`src/rtl/can_abort_pkg.sv`:
```
package can_abort_pkg;
  localparam int CODE_W = 4;
  typedef logic [CODE_W-1:0] mb_code_t;

  // Mailbox control codes used by this block
  localparam mb_code_t MB_TX_IDLE  = 4'b1000;
  localparam mb_code_t MB_TX_ABORT = 4'b1001;
  localparam mb_code_t MB_TX_SEND  = 4'b1100;

  function automatic logic code_is_active(input mb_code_t c);
    return c == MB_TX_SEND;
  endfunction
endpackage

```
`src/rtl/abort_evt_decode.sv`:
```
module abort_evt_decode #(
  parameter int NUM_MB = 8,
  parameter int IDX_W  = 3
) (
  input  logic              wr_en,
  input  logic [IDX_W-1:0]  wr_idx,
  input  logic              inflight_vld,
  input  logic [IDX_W-1:0]  inflight_idx,
  input  logic              tx_done,
  input  logic              arb_lost,
  input  logic              tx_err,
  output logic [NUM_MB-1:0] wr_hit,
  output logic [NUM_MB-1:0] fly_hit,
  output logic [NUM_MB-1:0] done_hit,
  output logic [NUM_MB-1:0] bus_abort_hit
);
  for (genvar i = 0; i < NUM_MB; i++) begin : g_dec
    assign wr_hit[i]        = wr_en && (wr_idx == IDX_W'(i));
    assign fly_hit[i]       = inflight_vld && (inflight_idx == IDX_W'(i));
    assign done_hit[i]      = fly_hit[i] && tx_done;
    assign bus_abort_hit[i] = fly_hit[i] && (arb_lost || tx_err);
  end
endmodule

```
`src/rtl/abort_mb_slot.sv`:
```
module abort_mb_slot
  import can_abort_pkg::*;
(
  input  logic     clk,
  input  logic     rst_n,
  input  logic     abort_en,
  input  logic     wr_hit,
  input  mb_code_t wr_code,
  input  logic     in_flight,
  input  logic     done_hit,
  input  logic     bus_abort_hit,
  input  logic     freeze,
  input  logic     flag_clr,
  output mb_code_t code_o,
  output logic     flag_o
);
  mb_code_t code_q, code_d;
  logic     pend_q, pend_d;
  logic     flag_q, flag_d;
  logic     set_flag;
  logic     abort_wr;
  logic     resolve;

  assign abort_wr = wr_hit && abort_en && (wr_code == MB_TX_ABORT);
  assign resolve  = pend_q && (bus_abort_hit || freeze);

  always_comb begin
    code_d   = code_q;
    pend_d   = pend_q;
    set_flag = 1'b0;
    if (done_hit) begin
      code_d   = MB_TX_IDLE;
      pend_d   = 1'b0;
      set_flag = 1'b1;
    end else if (resolve) begin
      code_d   = MB_TX_ABORT;
      pend_d   = 1'b0;
      set_flag = 1'b1;
    end else if (wr_hit) begin
      if (!abort_en) begin
        code_d = wr_code;
      end else if (abort_wr) begin
        if (in_flight) begin
          pend_d = 1'b1;
        end else begin
          code_d   = MB_TX_ABORT;
          pend_d   = 1'b0;
          set_flag = 1'b1;
        end
      end else if (!(in_flight || code_is_active(code_q))) begin
        code_d = wr_code;
      end
    end
    flag_d = set_flag || (flag_q && !flag_clr);
  end

  always_ff @(posedge clk or negedge rst_n) begin
    if (!rst_n) begin
      code_q <= MB_TX_IDLE;
      pend_q <= 1'b0;
      flag_q <= 1'b0;
    end else begin
      code_q <= code_d;
      pend_q <= pend_d;
      flag_q <= flag_d;
    end
  end

  assign code_o = code_q;
  assign flag_o = flag_q;

  // completion always lands as inactive with flag set
  p_done_idle_r7: assert property (@(posedge clk) disable iff (!rst_n)
    done_hit |=> (code_q == MB_TX_IDLE) && flag_q && !pend_q);

  // abort on in-flight mailbox is held, not applied
  p_abort_held_r4: assert property (@(posedge clk) disable iff (!rst_n)
    (abort_wr && in_flight && !done_hit && !resolve) |=> pend_q && !flag_q || pend_q && $past(flag_q));

  // bus event resolves a pending abort as aborted
  p_bus_resolve_r5: assert property (@(posedge clk) disable iff (!rst_n)
    (pend_q && bus_abort_hit && !done_hit) |=> (code_q == MB_TX_ABORT) && flag_q && !pend_q);

  // freeze resolves a pending abort as aborted
  p_freeze_resolve_r6: assert property (@(posedge clk) disable iff (!rst_n)
    (pend_q && freeze && !done_hit) |=> (code_q == MB_TX_ABORT) && flag_q && !pend_q);

  // with the feature off, a write lands unchanged
  p_legacy_write_r2: assert property (@(posedge clk) disable iff (!rst_n)
    (!abort_en && wr_hit && !done_hit && !resolve) |=> code_q == $past(wr_code));

  // a clear with no competing set empties the flag
  p_flag_clear_r10: assert property (@(posedge clk) disable iff (!rst_n)
    (flag_clr && !done_hit && !wr_hit && !resolve) |=> !flag_q);
endmodule

```
`src/rtl/abort_irq_gen.sv`:
```
module abort_irq_gen #(
  parameter int NUM_MB = 8
) (
  input  logic [NUM_MB-1:0] flag_i,
  input  logic [NUM_MB-1:0] en_i,
  output logic              irq_o
);
  assign irq_o = |(flag_i & en_i);
endmodule

```
`src/rtl/can_tx_abort_ctrl.sv`:
```
module can_tx_abort_ctrl
  import can_abort_pkg::*;
#(
  parameter int NUM_MB = 8,
  localparam int IDX_W = (NUM_MB > 1) ? $clog2(NUM_MB) : 1
) (
  input  logic                     clk,
  input  logic                     rst_n,
  input  logic                     abort_en,
  input  logic                     wr_en,
  input  logic [IDX_W-1:0]         wr_idx,
  input  logic [CODE_W-1:0]        wr_code,
  input  logic                     inflight_vld,
  input  logic [IDX_W-1:0]         inflight_idx,
  input  logic                     tx_done,
  input  logic                     arb_lost,
  input  logic                     tx_err,
  input  logic                     freeze,
  input  logic [NUM_MB-1:0]        flag_clr,
  input  logic [NUM_MB-1:0]        int_en,
  output logic [NUM_MB*CODE_W-1:0] mb_code_o,
  output logic [NUM_MB-1:0]        iflag_o,
  output logic                     irq_o
);
  logic [NUM_MB-1:0] wr_hit, fly_hit, done_hit, bus_abort_hit;

  abort_evt_decode #(.NUM_MB(NUM_MB), .IDX_W(IDX_W)) u_dec (
    .wr_en         (wr_en),
    .wr_idx        (wr_idx),
    .inflight_vld  (inflight_vld),
    .inflight_idx  (inflight_idx),
    .tx_done       (tx_done),
    .arb_lost      (arb_lost),
    .tx_err        (tx_err),
    .wr_hit        (wr_hit),
    .fly_hit       (fly_hit),
    .done_hit      (done_hit),
    .bus_abort_hit (bus_abort_hit)
  );

  for (genvar i = 0; i < NUM_MB; i++) begin : g_mb
    abort_mb_slot u_slot (
      .clk           (clk),
      .rst_n         (rst_n),
      .abort_en      (abort_en),
      .wr_hit        (wr_hit[i]),
      .wr_code       (wr_code),
      .in_flight     (fly_hit[i]),
      .done_hit      (done_hit[i]),
      .bus_abort_hit (bus_abort_hit[i]),
      .freeze        (freeze),
      .flag_clr      (flag_clr[i]),
      .code_o        (mb_code_o[i*CODE_W +: CODE_W]),
      .flag_o        (iflag_o[i])
    );
  end

  abort_irq_gen #(.NUM_MB(NUM_MB)) u_irq (
    .flag_i (iflag_o),
    .en_i   (int_en),
    .irq_o  (irq_o)
  );

  // flags are empty right after a reset cycle
  p_reset_clear_r1: assert property (@(posedge clk)
    !rst_n |=> (iflag_o == '0));

  // no request without an enabled flag
  p_irq_source_r11: assert property (@(posedge clk) disable iff (!rst_n)
    (irq_o |-> $countones(iflag_o & int_en) > 0));
endmodule

```
`config.mk`:
```
export PLATFORM = sky130hd
export DESIGN_NAME = can_tx_abort_ctrl
export DESIGN_NICKNAME = d
export VERILOG_FILES = /design/src/rtl/can_abort_pkg.sv /design/src/rtl/abort_evt_decode.sv /design/src/rtl/abort_mb_slot.sv /design/src/rtl/abort_irq_gen.sv /design/src/rtl/can_tx_abort_ctrl.sv
export SDC_FILE = /design/constraint.sdc
export NUM_CORES = 1
export LEC_CHECK = 0
export BUFFER_PORTS_ARGS = -buffer_cell sky130_fd_sc_hd__buf_2
export CORE_MARGIN = 2
export CORE_UTILIZATION = 53
export CTS_CLUSTER_DIAMETER = 150
export DETAILED_ROUTE_END_ITERATION = 10
export PLACE_DENSITY_LB_ADDON = 0.15
export SLEW_MARGIN = 25
export SYNTH_ARGS = -nofsm -noshare
export SYNTH_HDL_FRONTEND = slang
export SYNTH_SLANG_ARGS = --single-unit
```
`constraint.sdc`:
```
create_clock -name clk -period 1.83 [get_ports clk]
set_input_delay 0 -clock clk [delete_from_list [all_inputs] [get_ports clk]]
set_output_delay 0 -clock clk [all_outputs]
set_load 0.02 [all_outputs]
```
# After elaboration in Yosys (flattened, before gate mapping)
# Cells that the tools add are included.
word_totals:
  ff_bits: 48
  inputBits: 35
  word_cells: 356
op_classes:
  n_eq_ne: 39
  mux: 152
  n_bitwise: 1
  n_reduce_logical: 140
op_table:
  columns: ["cell", "count"]
  rows:
  - ["$mux 4", 56]
  - ["$mux 1", 96]
  - ["$reduce_bool 3->1", 24]
  - ["$logic_and 1x1->1", 64]
  - ["$reduce_and 3->1", 16]
  - ["$ne 5x2->1 const B", 8]
  - ["$ne 5x5->1 const B", 8]
  - ["$eq 4x4->1 const B", 9]
  - ["$logic_or 1x1->1", 25]
  - ["$eq 3x3->1 const B", 8]
  - ["$eq 3x2->1 const B", 4]
  - ["$and 8x8->8", 1]
  - ["$logic_not 1->1", 8]
  - ["$reduce_or 8->1", 1]
  - ["$eq 3x1->1 const B", 2]
  - ["$logic_not 3->1", 2]

# Depth between registers and ports, before layout
logic_depth:
  ltp_word: 10
  mapped_depth: 7
  mapped_depth_nobuf: 5

# Modules after synthesis
# Synthesis repeated with hierarchy kept, for this count alone.
hier_totals:
  hier_cells: 310
  area_unflattened_um2: 3030.4
modules_own_cells:
  columns: ["mod", "instances", "cells_each", "area_per_inst_um2"]
  rows:
  - ["abort_mb_slot", 8, 32, 345.3]
  - ["abort_evt_decode", 1, 49, 231.5]
  - ["abort_irq_gen", 1, 5, 36.3]

# Least setup slack after synthesis
# No wires, ideal clock.
synth_timing:
  kind: "register to register"
  startpoint: "reg g_mb[0].u_slot.code_q[3]"
  endpoint: "reg g_mb[0].u_slot.code_q[0]"
  setup_ns: 0.123
  t_arrival_ns: 1.313
  required_ns: 1.707
  slack_ns: 0.394
  stages_incl_launch_ff: 5
  path_buffers: 0
  cell_sequence: "dfstp_2 -> nand2_1 -> o41ai_4 -> mux2i_1 -> a21boi_1"
synth_between:
  elab_chain_len: 4
synth_lines:
  columns: ["item", "line", "text"]
  rows:
  - ["start: declaration", "abort_mb_slot.sv:17", "mb_code_t code_q, code_d;"]
  - ["start signal: assignment", "abort_mb_slot.sv:63", "code_q <= code_d;"]
  - ["$eq 4x4->1", "can_abort_pkg.sv:11", "return c == MB_TX_SEND;"]
  - ["$logic_or 1x1->1", "abort_mb_slot.sv:50", "end else if (!(in_flight || code_is_active(code_q))) begin"]
  - ["$ne 5x2->1 (no source line)", null, null]
  - ["$reduce_and 3->1 (no source line)", null, null]
# No other way between the ends.
# A chain may end at the register's enable or synchronous reset.

# Worst setup path in the final report
layout_timing:
  startpoint: "reg g_mb[3].u_slot.pend_q"
  endpoint: "reg g_mb[3].u_slot.code_q[2]"
layout_between:
  elab_chain_len: 3
  word_cells_on_any_way: 7
  cone_classes: "eq/ne: 2; mux: 2; reduce/logical: 3"
layout_lines:
  columns: ["item", "line", "text"]
  rows:
  - ["start: declaration", "abort_mb_slot.sv:18", "logic pend_q, pend_d;"]
  - ["start signal: assignment", "abort_mb_slot.sv:64", "pend_q <= pend_d;"]
  - ["$logic_and 1x1->1 (*)", "abort_mb_slot.sv:25", "assign resolve = pend_q && (bus_abort_hit || freeze);"]
  - ["$ne 5x5->1 (no source line), or another cell as far along", null, null]
  - ["$reduce_and 3->1 (no source line) or $mux 4 (tied branches)", null, null]
  - ["end signal: assignment", "abort_mb_slot.sv:63", null]
  - ["end: declaration", "abort_mb_slot.sv:17", null]
# Mark *: on every way between the ends. The rest lies on a longest branch, timed or not.

==> results.toml <==
[outcome]
status = "complete, no violations"

[clocking]
tritoncts = "yes"
path_clk_slew_ns = 0.09
clk_latency_ns = 0.30
htree_levels = 2
postCtsSetupBuffers = 0
clock-sinks = 48
clk_path_buf_depth = 2
cts_buffers = 5
root_buffer = "clkbuf_8"

[placed_design]
dp_slack_ns = 0.272
portBuffers = 75
place_area_mm2 = 0.00332
hpwl_um = 5730
gp_congestion = 0.837

[worst_setup_path]
crit_required_ns = 2.07
crit_chain = "and2_1, a31o_1, a21o_1, nor3_2, a22o_1"
startpoint = "g_mb[3].u_slot.pend_q"
cp-start-kind = "flip-flop"
critical_path_arrival_ns = 1.74
timing.rr.start = "g_mb[3].u_slot.pend_q"
crit_fanout = 4
cp-end-kind = "flip-flop"
slowest_stage = "dfrtp_1"
path_class = "flip-flop to flip-flop"
cpPeakStageDelay_ns = 0.43

[timing]
timing.final.crit_share = 0.821
drv_slew = 0
fin_crit_ns = 1.50
tightest_slew_ns = 0.600
worst_slack_ns = 0.328
rsz0062_at_grt = "no"
timing_hold_violations_final = 0
finalSetupTns_ns = 0
setup_viol = 0
maxSlewHeadroom = 0.600
fmax_mhz = 666
skew_ns = 0.00645

[finish]
drive_above_1_share = 0.307
fin_util = 0.642
nFillCells = 480
area_growth_pct = 17.9
num_antenna_cells = 0
fin_nets = 409
multi_input_area_mm2 = 0.00157
seqCellArea_mm2 = 0.00121
stdcell_area_mm2 = 0.00349

[floorplanning]
core_area_mm2 = 0.00544
ios = 76
start_util = 0.545
fp.dieW_um = 78.8
rows = 27
dieArea_mm2 = 0.00620
fp.dieH_um = 78.8

[synth]
synth_largest_area_cell = "dfrtp_1"
synth-edff-count = 0
async_flop_share = 1.00
synth-main-ff-cell = "dfrtp_1"
synth.top_cell.area_share = 0.338
synth_area_per_cell_um2 = 9.78
synth-warning-count = 0
ys_seq_area_frac = 0.409
ys_types = 58
ys_seq_elements = 48
synth_area_leaders = "dfrtp_1 34%, dfstp_2 7.1%, nand2_1 5.7%, mux2i_1 5.4%, o41ai_4 3.7%"
netlist_instances = 303
netlist_area_mm2 = 0.00296
synth_nets = 338

[global_route]
grt_usage = 0.265
grt_pass1_wl_um = 12800
grt_pass1_vias = 2524
grt_max_degree = 49
grt-ovfl-total = 0
antenna_found_initial = 0

[detailed_routing]
vias = 2600
drt_first_pass_iters = 4
drt.antenna.violating_nets = 0
drc = 0
avgViaCountPerCell = 5.82
wl_per_cell_um = 17.4
wl_um = 7790
drt-initial-drc-count = 139

[hold_path]
min-delay-start = "flag_clr[6]"
hold_class = "primary input to flip-flop"

[flow_run]
maxCapViolations = 0

[power_and_ir_drop]
power.density_mw_per_mm2 = 816
irDropWorstVdd_mv = 0.483
p_leak_nw = 1.79
where the power goes:
group          leakage, nW  switching [W]  internal, W  total, W
combinational         1.13       0.000497     0.000297  0.000794
sequential           0.609       0.000150      0.00124   0.00139
clock               0.0510       0.000363     0.000303  0.000666
total                 1.79        0.00101      0.00184   0.00285
critical path: cells and delay by family, from the launching register on:
| kind | cells | cell delay [ns] |
|---|---|---|
| simple gates | 2 | 0.41 |
| flops | 1 | 0.43 |
| compound gates | 3 | 0.60 |
cells in the final DEF (no fill, tap or decap), types with 2 or more instances in the layout:
| cell type | count |
|---|---|
| buf_2 | 75 |
| nand2_1 | 45 |
| dfrtp_1 | 40 |
| nor2_1 | 26 |
| mux2i_1 | 16 |
| a21oi_1 | 14 |
| inv_1 | 13 |
| a21o_1 | 9 |
| nand3_1 | 8 |
| dfstp_2 | 8 |
| dlygate4sd3_1 | 8 |
| a22oi_1 | 7 |
| o211ai_1 | 6 |
| a22o_1 | 6 |
| clkbuf_8 | 6 |
| and2_1 | 5 |
| nor3_1 | 5 |
| nor3_2 | 4 |
| and3_1 | 4 |
| o31ai_1 | 4 |
| a211o_1 | 4 |
| o41ai_4 | 4 |
| a31oi_1 | 4 |
| o221ai_1 | 3 |
| a31o_1 | 3 |
| and4b_1 | 3 |
| a21boi_1 | 3 |
| buf_4 | 3 |
| nor3b_1 | 2 |
| and4bb_1 | 2 |
| and4bb_2 | 2 |
| nand2b_1 | 2 |
| o22ai_1 | 2 |
| a211oi_2 | 2 |
| or3b_1 | 2 |
| nor4_1 | 2 |
| clkinv_2 | 2 |
worst paths after layout:
check                                            to  slack [ns]  cells past startpoint
setup / recovery           g_mb[3].u_slot.code_o[2]        0.33                      5
max in group asynchronous  g_mb[5].u_slot.code_o[1]        1.10                      3
hold reg to reg            g_mb[3].u_slot.code_o[3]        0.49                      2
min in group asynchronous  g_mb[4].u_slot.code_o[1]        0.32                      3
hold / removal                g_mb[6].u_slot.flag_o       0.009                      3
setup reg to reg           g_mb[3].u_slot.code_o[2]        0.33                      5
per-stage QoR:
step | hold WS, ns | total power [W] | std cells
floorplan | -0.296 | 0.00188 | 303
global placement | 0.140 | 0.00217 | 431
detailed placement | 0.134 | 0.00219 | 431
CTS | 0.0146 | 0.00286 | 447
global route | 0.0110 | 0.00299 | 447
finish | 0.00906 | 0.00285 | 447
logic make-up (layout without fill, tap and decap cells):
logic type,after synthesis,in the layout,share of synthesized area
DFF,48,48,0.409
and+or+nand+nor,123,123,0.230
buffers and inverters,35,107,0.0608
AOI/OAI and AO/OA,81,81,0.246
muxes,16,16,0.0541
sequential cells by signal, indices dropped and copies added (netlist names):
| signal | flops |
|---|---|
| g_mb.u_slot.code_o | 32 |
| g_mb.u_slot.flag_o | 8 |
| g_mb.u_slot.pend_q | 8 |
what timing repair did:
action	4_1_cts	5_1_grt
hold endpoints to repair	47	0
gates resized for setup	0	0
hold buffers	8	0
synth_stat cells, drive strengths merged, types with 6 or more instances:
library cell / number
a21o: 9
dfrtp: 40
inv: 13
a22o: 6
nand2: 46
mux2i: 16
nor2: 26
a22oi: 7
o211ai: 6
dfstp: 8
nor3: 9
buf: 17
a21oi: 14
nand3: 9
cell type report:
type / instances / share of cell area
clock inverters: 2 / 0.00287
clock buffers: 6 / 0.0236
repair buffers: 86 / 0.137
well taps: 72 / 0.0258
multi-input cells: 220 / 0.450
inverters: 13 / 0.0140
flip-flops and latches: 48 / 0.347
metal layers:
layer | part of all wire | track usage
met1 | 0.48 | 0.388
met2 | 0.47 | 0.420
met3 | 0.050 | 0.0330
met4 | 0.0069 | 0.0632
met5 | 0 | 0
(Power assumes the default switching activity.)
